**src/rtl/pbf_pkg.sv**
```systemverilog
package pbf_pkg;

   // Qualifier state: line considered released or pressed
   typedef enum logic {
      PBF_OPEN    = 1'b0,
      PBF_PRESSED = 1'b1
   } pbf_state_t;

   // Bits needed to hold values 0..n
   function automatic int unsigned width_for(input int unsigned n);
      return (n < 2) ? 1 : $clog2(n + 1);
   endfunction

endpackage

```
**src/rtl/pbf_sync.sv**
```systemverilog
module pbf_sync #(
   parameter int unsigned STAGES    = 2,
   parameter logic        RESET_VAL = 1'b1
) (
   input  logic clk,
   input  logic rst_n,
   input  logic d_i,
   output logic q_o
);

   initial begin
      assert (STAGES >= 2 && STAGES <= 4)
         else $error("pbf_sync: STAGES must be 2..4");
   end

   logic chain [STAGES];

   for (genvar g = 0; g < STAGES; g++) begin : g_stage
      if (g == 0) begin : g_first
         always_ff @(posedge clk or negedge rst_n) begin
            if (!rst_n) chain[g] <= RESET_VAL;
            else        chain[g] <= d_i;
         end
      end else begin : g_next
         always_ff @(posedge clk or negedge rst_n) begin
            if (!rst_n) chain[g] <= RESET_VAL;
            else        chain[g] <= chain[g-1];
         end
      end
   end

   assign q_o = chain[STAGES-1];

endmodule

```
**src/rtl/pbf_tick.sv**
```systemverilog
module pbf_tick
   import pbf_pkg::*;
#(
   parameter int unsigned CYCLES = 125000
) (
   input  logic clk,
   input  logic rst_n,
   output logic tick_o
);

   initial begin
      assert (CYCLES >= 1) else $error("pbf_tick: CYCLES must be >= 1");
   end

   if (CYCLES == 1) begin : g_every
      assign tick_o = 1'b1;
   end else begin : g_div
      localparam int unsigned W    = width_for(CYCLES - 1);
      localparam logic [W-1:0] LAST = W'(CYCLES - 1);

      logic [W-1:0] cnt;

      always_ff @(posedge clk or negedge rst_n) begin
         if (!rst_n)           cnt <= '0;
         else if (cnt == LAST) cnt <= '0;
         else                  cnt <= cnt + 1'b1;
      end

      assign tick_o = (cnt == LAST);

      // Ticks are isolated pulses; qualification timing depends on it
      assert_tick_isolated_R4: assert property (@(posedge clk) disable iff (!rst_n)
         tick_o |=> !tick_o);
   end

endmodule

```
**src/rtl/pbf_qualify.sv**
```systemverilog
module pbf_qualify
   import pbf_pkg::*;
#(
   parameter int unsigned ACCEPT_TICKS  = 4,
   parameter int unsigned RELEASE_TICKS = 4
) (
   input  logic clk,
   input  logic rst_n,
   input  logic tick_i,
   input  logic btn_i,     // synchronised level, 1 = released
   output logic req_o
);

   initial begin
      assert (ACCEPT_TICKS >= 1 && RELEASE_TICKS >= 1)
         else $error("pbf_qualify: tick counts must be >= 1");
   end

   localparam int unsigned NMAX = (ACCEPT_TICKS > RELEASE_TICKS) ? ACCEPT_TICKS : RELEASE_TICKS;
   localparam int unsigned W    = width_for(NMAX);
   localparam logic [W-1:0] ACC_LAST = W'(ACCEPT_TICKS - 1);
   localparam logic [W-1:0] REL_LAST = W'(RELEASE_TICKS - 1);

   pbf_state_t   state;
   logic [W-1:0] run_cnt;
   logic         opposing;   // sample disagrees with current state
   logic [W-1:0] run_last;

   always_comb begin
      if (state == PBF_OPEN) begin
         opposing = ~btn_i;
         run_last = ACC_LAST;
      end else begin
         opposing = btn_i;
         run_last = REL_LAST;
      end
   end

   always_ff @(posedge clk or negedge rst_n) begin
      if (!rst_n) begin
         state   <= PBF_OPEN;
         run_cnt <= '0;
      end else if (!opposing) begin
         run_cnt <= '0;
      end else if (tick_i) begin
         if (run_cnt == run_last) begin
            state   <= (state == PBF_OPEN) ? PBF_PRESSED : PBF_OPEN;
            run_cnt <= '0;
         end else begin
            run_cnt <= run_cnt + 1'b1;
         end
      end
   end

   assign req_o = (state == PBF_PRESSED);

   // Acceptance happens only on a tick that saw a low sample
   assert_accept_on_low_tick_R4: assert property (@(posedge clk) disable iff (!rst_n)
      $rose(req_o) |-> $past(tick_i && !btn_i));

   // Release happens only on a tick that saw a high sample
   assert_release_on_high_tick_R6: assert property (@(posedge clk) disable iff (!rst_n)
      $fell(req_o) |-> $past(tick_i && btn_i));

   // A press is never accepted from a high sample (count cleared)
   assert_no_accept_when_high_R5: assert property (@(posedge clk) disable iff (!rst_n)
      (!req_o && btn_i) |=> !req_o);

endmodule

```
**src/rtl/pbf_stretch.sv**
```systemverilog
module pbf_stretch
   import pbf_pkg::*;
#(
   parameter int unsigned HOLD_TICKS = 250
) (
   input  logic clk,
   input  logic rst_n,
   input  logic tick_i,
   input  logic req_i,
   output logic rst_o
);

   initial begin
      assert (HOLD_TICKS >= 1) else $error("pbf_stretch: HOLD_TICKS must be >= 1");
   end

   localparam int unsigned W    = width_for(HOLD_TICKS);
   localparam logic [W-1:0] FULL = W'(HOLD_TICKS);

   logic [W-1:0] hold_cnt;

   always_ff @(posedge clk or negedge rst_n) begin
      if (!rst_n)                          hold_cnt <= '0;
      else if (req_i)                      hold_cnt <= FULL;
      else if (tick_i && hold_cnt != '0)   hold_cnt <= hold_cnt - 1'b1;
   end

   assign rst_o = req_i | (hold_cnt != '0);

   // Reset persists past the end of the request
   assert_hold_after_release_R8: assert property (@(posedge clk) disable iff (!rst_n)
      $fell(req_i) |-> rst_o);

   // Reset ends only on a tick boundary
   assert_drop_on_tick_R8: assert property (@(posedge clk) disable iff (!rst_n)
      $fell(rst_o) |-> $past(tick_i));

endmodule

```
**src/rtl/pushbtn_reset_filter.sv**
```systemverilog
module pushbtn_reset_filter
   import pbf_pkg::*;
#(
   parameter int unsigned TICK_CYCLES   = 125000,
   parameter int unsigned ACCEPT_TICKS  = 4,
   parameter int unsigned RELEASE_TICKS = 4,
   parameter int unsigned HOLD_TICKS    = 250,
   parameter int unsigned SYNC_STAGES   = 2
) (
   input  logic clk,
   input  logic rst_n,
   input  logic btn_n_i,
   output logic req_o,
   output logic rst_o
);

   logic btn_s;
   logic tick;
   logic req;

   pbf_sync #(.STAGES(SYNC_STAGES), .RESET_VAL(1'b1)) u_sync (
      .clk   (clk),
      .rst_n (rst_n),
      .d_i   (btn_n_i),
      .q_o   (btn_s)
   );

   pbf_tick #(.CYCLES(TICK_CYCLES)) u_tick (
      .clk    (clk),
      .rst_n  (rst_n),
      .tick_o (tick)
   );

   pbf_qualify #(.ACCEPT_TICKS(ACCEPT_TICKS), .RELEASE_TICKS(RELEASE_TICKS)) u_qual (
      .clk    (clk),
      .rst_n  (rst_n),
      .tick_i (tick),
      .btn_i  (btn_s),
      .req_o  (req)
   );

   pbf_stretch #(.HOLD_TICKS(HOLD_TICKS)) u_stretch (
      .clk    (clk),
      .rst_n  (rst_n),
      .tick_i (tick),
      .req_i  (req),
      .rst_o  (rst_o)
   );

   assign req_o = req;

   // Idle input after reset keeps the outputs quiet
   assert_idle_quiet_R1: assert property (@(posedge clk) disable iff (!rst_n)
      (!rst_o && btn_s) |=> !req_o);

endmodule

```
**config.mk**
```make
export PLATFORM = sky130hd
export DESIGN_NAME = pushbtn_reset_filter
export DESIGN_NICKNAME = d
export VERILOG_FILES = /design/src/rtl/pbf_pkg.sv /design/src/rtl/pbf_sync.sv /design/src/rtl/pbf_tick.sv /design/src/rtl/pbf_qualify.sv /design/src/rtl/pbf_stretch.sv /design/src/rtl/pushbtn_reset_filter.sv
export SDC_FILE = /design/constraint.sdc
export NUM_CORES = 1
export LEC_CHECK = 0
export BUFFER_PORTS_ARGS = -buffer_cell sky130_fd_sc_hd__buf_2
export CORE_AREA = 2 2 58 60
export CTS_CLUSTER_DIAMETER = 40
export CTS_CLUSTER_SIZE = 12
export DETAILED_ROUTE_END_ITERATION = 12
export DIE_AREA = 0 0 60 62
export PLACE_DENSITY = 0.75
export RECOVER_POWER = 25
export SYNTH_ARGS = -nofsm -noshare
export SYNTH_HDL_FRONTEND = slang
export SYNTH_SLANG_ARGS = --single-unit
```
**constraint.sdc**
```tcl
create_clock -name clk -period 1.7 [get_ports clk]
set_clock_uncertainty 0.1 [all_clocks]
set_input_delay 0.085 -clock clk [delete_from_list [all_inputs] [get_ports clk]]
set_output_delay 0.085 -clock clk [all_outputs]
set_load 0.05 [all_outputs]
```
---- Word level (Yosys, flattened, before mapping) ----
Cells that the tools add are included.
cells by class
  add/sub/neg operators ................... 3
  multipliers ............................. 0
  div/mod/pow operators ................... 0
  $lt $le $gt $ge ......................... 0
  equal/unequal tests ..................... 3
  shift-type cells ........................ 0
  multiplexer cells ....................... 8
  bitwise logic cells ..................... 2
  reduce and logical (&&, ||, !) cells .... 4
operators by type and width
  operator                                               count
  adder 17 x 1 -> 17 bit, second input constant          1
  equality test 17 bit, second input constant            1
  two-way mux 17 bit                                     1
  two-way mux 8 bit                                      2
  two-way mux 3 bit                                      3
  nonzero test 8 bit                                     1
  subtractor 8 x 1 -> 8 bit, second input constant       1
  adder 3 x 1 -> 3 bit, second input constant            1
  equality test 3 x 2 -> 1 bit, second input constant    1
  AND reduction 3 bit                                    1
  two-way mux 1 bit                                      2
  inequality test 2 x 1 -> 1 bit, second input constant  1
  nonzero test 2 bit                                     1
  logical AND 1 bit                                      1
  NOT 1 bit                                              1
  OR 1 bit                                               1
storage, ports and cells
  register bits after elaboration ......... 31
  bits in latches ......................... 0
  bits in writable memories ............... 0
  memory bits (read-only) ................. 0
  input port bits ......................... 3
  output and inout port bits .............. 2
  logic and storage cells ................. 26
  memories ................................ 0

---- Depth between registers and ports, before layout ----
Gate-level depths: netlist of run 1.
  depth in word-level cells ............... 4
  mapped depth ............................ 7

---- Cells and area by module ----
Synthesis of run 1 repeated with hierarchy kept, for this count alone.
second synthesis, totals
  cells, all modules ...................... 144
  area, all modules ....................... 1,540.2 um2
modules (own cells, without submodules)
  module       instances  cells an instance  area each (um2)  sequential area each (um2)
  pbf_tick     1          76                 833.3            425.4
  pbf_stretch  1          49                 470.5            200.2
  pbf_qualify  1          17                 183.9            100.1
  pbf_sync     1          2                  52.6             52.6

---- Worst setup path after synthesis of run 1 ----
OpenSTA, ideal clock, no wires.
  path type ............................... flip-flop to flip-flop
  from .................................... register u_stretch.hold_cnt[4]
  to ...................................... register u_stretch.hold_cnt[5]
  setup time .............................. 76 ps
  arrival ................................. 1,684 ps
  data required time ...................... 1,524 ps
  setup slack ............................. -160 ps
  stages on the path, launching flop included .. 6
  path buffers ............................ 1
  cells stage by stage .................... dfrtp_1 > or4_4 > or3_1 > buf_6 > and4_1 > o21ai_1
on the way
  cells in the longest elaborated chain, start to end .. 3
ends and longest elaborated chain
  what                                                             line               RTL
  start, declared                                                  pbf_stretch.sv:20  logic [W-1:0] hold_cnt;
  start signal, assigned                                           pbf_stretch.sv:25  else if (tick_i && hold_cnt != '0) hold_cnt <= hold_cnt - 1'b1;
  subtractor 8 x 1 -> 8 bit or nonzero test 8 bit (tied branches)  pbf_stretch.sv:25
  two-way mux 8 bit or logical AND 1 bit (tied branches)           pbf_stretch.sv:25
  two-way mux 8 bit or nonzero test 2 bit (tied branches)          -
Several ways; a longest one is shown, not always the timed one. The select of a mux whose other input is x is not followed.
A chain may end at the register's enable or synchronous reset.

---- Worst setup path after layout of run 1 ----
  from .................................... register u_stretch.hold_cnt[3]
  to ...................................... output rst_o
on the way
  cells in the longest elaborated chain, start to end .. 2
ends and longest elaborated chain
  what                line                        RTL
  nonzero test 8 bit  pbf_stretch.sv:28           assign rst_o = req_i | (hold_cnt != '0);
  OR 1 bit            pbf_stretch.sv:28
  end, declared       pushbtn_reset_filter.sv:14  output logic rst_o
Every way passes these cells.

==> results by group, run 1 <==
Status
  • Result of the run: complete, but fails checks
  • Violations in the final reports: setup timing

Setup path
  • Register-to-register setup slack: -0.30 ns
  • Slowest cell delay on critical path: between 0.5 and 0.6 ns
  • List of cells traversed by the critical path: or4_4 > nor3_4 > buf_6 > nand2_2 > buf_6
  • Cell occurring most often along the worst timing path: sky130_fd_sc_hd__buf_6
  • CP Buf/Inv Count: 2
  • Kind of cell with the highest combined delay on the critical path: simple AND/OR/NAND/NOR gates
  • Classification of the worst setup path: register to output pin
  • Cell count of the worst reg-to-reg path: 5
  • Reg-to-reg critical path endpoint: u_stretch.hold_cnt[4]
  • Beginning of the worst register-to-register path: u_stretch.hold_cnt[3]
  • CP arrival: between 1.5 and 2 ns
  • Library cell contributing the largest single delay on the critical path: sky130_fd_sc_hd__or4_4
  • Worst Path Required: approximately 1.5 ns
  • Crit path max fanout: 2
  • Type of element capturing the critical path: output pin
  • Kind of start point of the critical path: register

STA
  • Number of hold-slack violations in the final timing report: 0
  • Relative slew slack: approximately 47%
  • Highest achievable clock rate: ~490 MHz
  • Max Transition Viols Final: 0
  • Post-layout worst setup margin: -0.342 ns
  • Final period demand of the worst path: between 2 and 2.5 ns
  • Total setup violations reported at the end of the flow: 16
  • Final hold slack: 0.264 ns
  • Transition time at the pin with the least slew margin: 0.792 ns
  • Fraction of the cycle the final worst path needs: 120%
  • Setup repair after global routing missed its margin: true

Yosys
  • Leading cell types by total area after synthesis: sky130_fd_sc_hd__dfrtp_1, sky130_fd_sc_hd__xnor2_1, sky130_fd_sc_hd__xor2_1
  • Post-Synthesis Cell Area: about 1500 µm²
  • Synthesized net count: around 150
  • Area fraction of the dominant cell type after synthesis: between 40% and 50%
  • Share of the yosys chip area belonging to registers: roughly 53%
  • Count of unique library cells instantiated by Yosys: 35
  • Synthesized area per cell: roughly 10 µm²
  • Cell type with the largest total area after synthesis: sky130_fd_sc_hd__dfrtp_1
  • Gate Count Post-Synth: 143
  • Synth warnings: 0
  • Yosys reg bits: 31

Min path
  • Worst hold path type: register to register
  • Startpoint of the worst hold path: u_sync.chain[1]
  • Hold-critical path depth: 0
  • Endpoint of the worst hold-timing path: u_sync.q_o

Power
  • Logic gate share of total power: ~1.6%
  • Ratio of total power to cell area: 651 nW/µm²
  • Total power: between 1 and 1.5 mW
  • P_sw: a little under 0.3 mW
  • Leakage Power: between 0.9 and 1 nW
  • Relative contribution of the clock network to total power: between 40 and 50%
  • Switching portion of total power: 20.9%
  • Int Power: ~1.1 mW
  • Sequential group share of total power: a little over half
  • Worst IR drop on VDD: 0.615 mV

Placement
  • Detail Placement HPWL: ~2.2 mm
  • Final weighted congestion in routability-driven placement: about 0.8
  • Setup Slack @ Placement: -0.250 ns
  • Port Buffer Count: 4

Route
  • Remaining number of nets flagged by the antenna check after routing: 0
  • Routed wire per std cell: approximately 16 µm
  • Via Count: around 1300
  • DRT Wirelength: slightly below 4 mm
  • Routed via count divided by cell count: 5.49
  • Drc violations: 0
  • Length of the first detailed-routing pass in iterations: 4
  • Count of routing violations after the opening detailed-route iteration: 51

Die
  • Total I/O pin count: 5
  • Core Rows: 21
  • Area of the die: 3720 µm²
  • Initial core utilization: 46.4%
  • Die Span X: 60 µm
  • Core region area: ~3200 µm²
  • Height of the die: roughly 62 µm

Cells and area
  • Post-synthesis to final-layout area growth: 44.1%
  • Core Util, Final: about 67%
  • Nets@finish: 197
  • Count of filler cells inserted in the layout: between 200 and 250
  • Total inserted antenna cells: 0
  • Most frequent cells in the layout: sky130_fd_sc_hd__buf_4, sky130_fd_sc_hd__dfrtp_1, sky130_fd_sc_hd__nor2_1
  • Commonest non-fill, non-tap cell in the layout: sky130_fd_sc_hd__buf_4
  • Fraction of layout instances using a drive strength above 1: approximately two fifths

Clocking
  • Max Root-Sink Buffers: 2
  • Count of clock tree sinks: 31
  • TritonCTS clock tree: built
  • Cell at the root of the clock tree: sky130_fd_sc_hd__clkbuf_4
  • Clock insertion delay at the later pin of the skew report: approximately 0.35 ns
  • Deepest level of the CTS H-tree: 2
  • Number of clock buffers inserted by TritonCTS: 5
  • Clock slew at reported path FFs: 0.11 ns

Global routing
  • Wire length of the first global-routing pass: roughly 5.8 mm
  • GR Util All Layers: a little over a fifth
  • Vias in the first global route: 1326
  • Pin count of the biggest net entering global routing: 32
  • Initial antenna violation count: 0
  • Total global routing overflow: 0

Job
  • Number of max-cap violations: 0
through the flow:
step           setup TNS [ns]  cells  area, µm²
6_report                -3.13    238       2120
5_1_grt                 -3.93    238       2120
4_1_cts                 -1.77    234       1970
3_5_place_dp            -1.80    217       1750
3_3_place_gp            -1.40    217       1750
2_1_floorplan           -1.13    143       1470
logic make-up (layout without fill, tap and decap cells):
group,count (synthesis),after routing,synth area share (%)
compound gates,20,20,7.64
xor+xnor,16,16,9.51
fa+ha+maj,3,3,2.55
buf+inv,9,57,2.89
flops,31,31,52.8
simple gates,64,65,24.6
layout make-up:
type	instances	area (µm²)	area share [%]
clock inverters	2	35.0	1.65
well taps	46	57.6	2.71
repair buffers	43	373	17.6
flip-flops and latches	31	778	36.6
inverters	6	22.5	1.06
clock buffers	6	51.3	2.41
multi-input cells	104	807	38.0
sequential cells by signal, summed over array words and instances, names as in the netlist:
signal	cells
u_tick.g_div.cnt	17
u_stretch.hold_cnt	8
u_qual.run_cnt	3
u_qual.req_o	1
u_sync.chain	1
u_sync.q_o	1
cell usage after synthesis, drive strengths merged:
| cell type | instances |
|---|---|
| nand3b | 1 |
| a31oi | 4 |
| or3b | 1 |
| dfstp | 2 |
| buf | 3 |
| and4 | 2 |
| nand4 | 5 |
| ha | 3 |
| xor2 | 7 |
| o21ai | 8 |
| nor4bb | 1 |
| a211oi | 1 |
| and4b | 1 |
| nor4 | 7 |
| nand2b | 1 |
| dfrtp | 29 |
| nand4b | 2 |
| nor4b | 2 |
| or4 | 2 |
| inv | 6 |
| nand3 | 6 |
| xnor2 | 9 |
| nand2 | 9 |
| nor2 | 15 |
| o31ai | 2 |
| or3 | 2 |
| or2 | 1 |
| a21oi | 5 |
| and3 | 3 |
| nor3 | 2 |
| and2 | 1 |
metal layers:
metal,vias to the layer above,routed length (µm),global-route usage [%]
li1,610,-,-
met4,0,123,12.1
met3,11,134,5.59
met1,639,1590,24.9
met2,46,2040,37.9
met5,-,0,0
power by group through the flow:
stage / Clock [mW] / Sequential [mW] / Combinational, mW
2_1_floorplan: 0 / 0.757 / 0.00118
3_3_place_gp: 0 / 0.757 / 0.0172
3_5_place_dp: 0 / 0.757 / 0.0182
4_1_cts: 0.623 / 0.742 / 0.0215
5_1_grt: 0.657 / 0.743 / 0.0244
6_report: 0.619 / 0.742 / 0.0219
worst reg2reg max path, delay by kind of cell, from the launching register on:
kind	cells	cell delay, ns
compound gates	1	0.10
simple gates	3	1.15
buf+inv	1	0.17
flops	1	0.42
worst max-delay path by stage:
stage | from | to | cells past startpoint
CTS | u_stretch.hold_cnt[3] | rst_o | 5
floorplan | u_stretch.hold_cnt[4] | u_stretch.hold_cnt[5] | 5
detailed placement | u_stretch.hold_cnt[6] | u_stretch.hold_cnt[7] | 4
global route | u_stretch.hold_cnt[3] | rst_o | 5
global placement | u_stretch.hold_cnt[6] | u_stretch.hold_cnt[5] | 4
finish | u_stretch.hold_cnt[3] | rst_o | 5
timing repair:
action | CTS | global route
pin swaps | 9 | 8
setup endpoints to repair | 12 | 19
hold buffers | 2 | 0
endpoints found under the hold margin | 30 | 0
resized for setup | 14 | 20
gates cloned | 1 | 2
setup buffers | 6 | 3
(Power assumes the default switching activity.)
==> run 2: changes to the inputs <==
Settings changed: CORE_AREA 2 2 58 60 to 2 2 61 57, DIE_AREA 0 0 60 62 to 0 0 63 59, TNS_END_PERCENT set to 1.
==> run 2 against run 1 <==
Net effect:
- the run still ends with setup timing left
- highest routed layer unchanged
- sequential share of layout area increased by 4.0 points
- power decreased by 17%
- clock-buffer cell count grew 1
- wire length fell by 19%
- cell count fell by 5.5%
- sequential power about the same
==> results by group, run 2 (synthesized netlist as in run 1, its figures left out) <==
Setup path
  • Library cell contributing the largest single delay on the critical path: sky130_fd_sc_hd__or4_4
  • List of cells traversed by the critical path: or4_4 > nor3_4 > buf_6 > nand2_4 > buf_8
  • CP Buf/Inv Count: 2 (unchanged)
  • Kind of start point of the critical path: register
  • Kind of cell with the highest combined delay on the critical path: simple AND/OR/NAND/NOR gates
  • Classification of the worst setup path: register to output pin
  • Crit path max fanout: 3 (+1)
  • Cell count of the worst reg-to-reg path: 6 (+1)
  • Slowest cell delay on critical path: 0.55 ns (-0.02 ns)
  • Type of element capturing the critical path: output pin
  • CP arrival: 1.85 ns (about the same)
  • Worst Path Required: 1.51 ns (about the same)
  • Beginning of the worst register-to-register path: u_stretch.hold_cnt[3]
  • Reg-to-reg critical path endpoint: u_stretch.hold_cnt[3]
  • Register-to-register setup slack: -0.32 ns (-0.02 ns)

Clocking
  • TritonCTS clock tree: built
  • Max Root-Sink Buffers: 2 (unchanged)
  • Count of clock tree sinks: 31 (unchanged)
  • Clock slew at reported path FFs: 0.10 ns (about the same)
  • Clock insertion delay at the later pin of the skew report: 0.34 ns (about the same)
  • Cell at the root of the clock tree: sky130_fd_sc_hd__clkbuf_4
  • Deepest level of the CTS H-tree: 2 (unchanged)
  • Number of clock buffers inserted by TritonCTS: 5 (unchanged)

Cells and area
  • Nets@finish: 189 (-4.1%)
  • Non-filler instance count after layout: 225 (-5.5%)
  • Flip-flop count of the largest register after layout: 17 (unchanged)
  • Largest registers ranked by flip-flop count: u_tick.g_div.cnt x17, u_stretch.hold_cnt x8, u_qual.run_cnt x3
  • Fraction of layout instances using a drive strength above 1: 29.5% (-10 points)
  • Post-synthesis to final-layout area growth: 29.9%
  • Total inserted antenna cells: 0 (unchanged)
  • Most frequent cells in the layout: sky130_fd_sc_hd__dfrtp_1, sky130_fd_sc_hd__buf_4, sky130_fd_sc_hd__nor2_1
  • Top reg by flops: u_tick.g_div.cnt
  • Commonest non-fill, non-tap cell in the layout: sky130_fd_sc_hd__dfrtp_1

Route
  • Count of routing violations after the opening detailed-route iteration: 23 (-55%)
  • Routed wire per std cell: 14.0 µm (-14%)
  • Routed via count divided by cell count: 5.48 (-0.13%)
  • Via Count: 1233 (-5.6%)
  • Drc violations: 0 (unchanged)
  • Length of the first detailed-routing pass in iterations: 4 (unchanged)
  • DRT Wirelength: 3.15 mm (-19%)
  • Remaining number of nets flagged by the antenna check after routing: 0 (unchanged)

STA
  • Total negative setup slack: -2.49 ns (+0.639 ns)
  • Relative slew slack: 50.3% (+3.1 points)
  • Post-layout worst setup margin: -0.333 ns (+0.00940 ns)
  • Fraction of the cycle the final worst path needs: 120% (-0.55 points)
  • Final hold slack: 0.233 ns (-0.0303 ns)
  • Total setup violations reported at the end of the flow: 10 (-6)
  • Highest achievable clock rate: 492 MHz (+0.46%)
  • Final period demand of the worst path: 2.03 ns (-0.00940 ns)
  • Setup repair after global routing missed its margin: true
  • Max Transition Viols Final: 0 (unchanged)
  • Transition time at the pin with the least slew margin: 0.745 ns (-0.0470 ns)
  • Number of hold-slack violations in the final timing report: 0 (unchanged)

Global routing
  • Total global routing overflow: 0 (unchanged)
  • Initial antenna violation count: 0 (unchanged)
  • GR Util All Layers: 19.4% (-2.5 points)
  • Pin count of the biggest net entering global routing: 32 (unchanged)
  • Vias in the first global route: 1208 (-8.9%)
  • Wire length of the first global-routing pass: 5.39 mm (-7.2%)

Die
  • Height of the die: 59 µm (-4.8%)
  • Die Span X: 63 µm (+5.0%)
  • Total I/O pin count: 5 (unchanged)
  • Core Rows: 19 (-9.5%)
  • Core region area: 3020 µm² (-5.0%)
  • Initial core utilization: 48.8% (+2.5 points)
  • Area of the die: 3720 µm² (about the same)

Status
  • Result of the run: complete, but fails checks
  • Violations in the final reports: setup timing

Placement
  • Final weighted congestion in routability-driven placement: 0.874 (+8.5%)
  • Placed Cells: 214 (-1.4%)
  • Detail Placement HPWL: 2.12 mm (-1.2%)
  • Port Buffer Count: 4 (unchanged)

Power
  • P_sw: 0.250 mW (-14%)
  • Ratio of total power to cell area: 602 nW/µm² (-7.6%)
  • Relative contribution of the clock network to total power: 33.7% (-11 points)
  • Leakage Power: 0.883 nW (-7.9%)
  • Sequential group share of total power: 64.5% (+11 points)
  • Int Power: 0.902 mW (-18%)
  • Logic gate share of total power: 1.8% (+0.2 points)
  • Switching portion of total power: 21.7% (+0.79 points)
  • Worst IR drop on VDD: 0.522 mV (-15%)

Job
  • Number of max-cap violations: 0 (unchanged)

Min path
  • Worst hold path type: input pin to async pin
run 2: cell types whose count changed in the layout (fill, tap and decap cells not counted), sizes merged:
cell	previous run	this run
buf	39	33
bufinv	1	0
clkinv	1	0
or3	3	2
run 2: worst max-delay path by stage:
stage | start | end | slack, ns | cells past startpoint
after floorplan | u_stretch.hold_cnt[4] | u_stretch.hold_cnt[5] | -0.16 | 5
after global placement | u_stretch.hold_cnt[6] | u_stretch.hold_cnt[5] | -0.20 | 4
after detailed placement | u_stretch.hold_cnt[6] | u_stretch.hold_cnt[6] | -0.24 | 4
after CTS | u_stretch.hold_cnt[6] | u_stretch.hold_cnt[6] | -0.28 | 4
after global routing | u_stretch.hold_cnt[6] | rst_o | -0.39 | 5
final | u_stretch.hold_cnt[3] | rst_o | -0.33 | 5
run 2: metrics by stage:
step           utilization, %  power [mW]  area [µm²]  setup slack [ns]
4_1_cts                  61.4        1.17        1850            -0.279
3_5_place_dp             57.9       0.775        1750            -0.243
2_1_floorplan               -       0.758        1470            -0.160
5_1_grt                  63.4        1.20        1910            -0.393
3_3_place_gp             57.9       0.774        1750            -0.200
6_report                 63.4        1.15        1910            -0.333
run 2: final cells by class:
type / instances / area, µm²
clock buffer: 7 / 45.0
inverter: 6 / 22.5
multi-input combinational: 103 / 717
sequential: 31 / 778
tap: 42 / 52.6
fill: 239 / 1100
timing repair buffer: 36 / 299
run 2: repair_timing:
item,CTS,global route
pin swaps,1,3
gates resized for setup,6,13
cloned,0,0
endpoints found under the hold margin,30,0
hold buffers,2,0
buffers inserted,1,1
endpoints found under the setup margin,14,21
run 2: routing by layer:
layer	up-vias	wire, µm	GRT usage (%)
met3	12	120	4.94
met4	0	81	11.7
met5	-	0	0
met2	23	1510	31.6
met1	604	1440	23.6
li1	594	-	-
run 2: worst reg2reg max path, delay by kind of cell (launching register included):
family	cells	cell delay, ns
AND/OR/NAND/NOR	4	1.17
flip-flops	1	0.40
buffers and inverters	2	0.24
run 2: power by group through the flow:
stage / clock [mW] / sequential, mW / combinational (mW)
2_1_floorplan: 0 / 0.757 / 0.00118
3_5_place_dp: 0 / 0.757 / 0.0183
6_report: 0.388 / 0.742 / 0.0211
5_1_grt: 0.432 / 0.743 / 0.0257
4_1_cts: 0.401 / 0.742 / 0.0218
3_3_place_gp: 0 / 0.757 / 0.0176
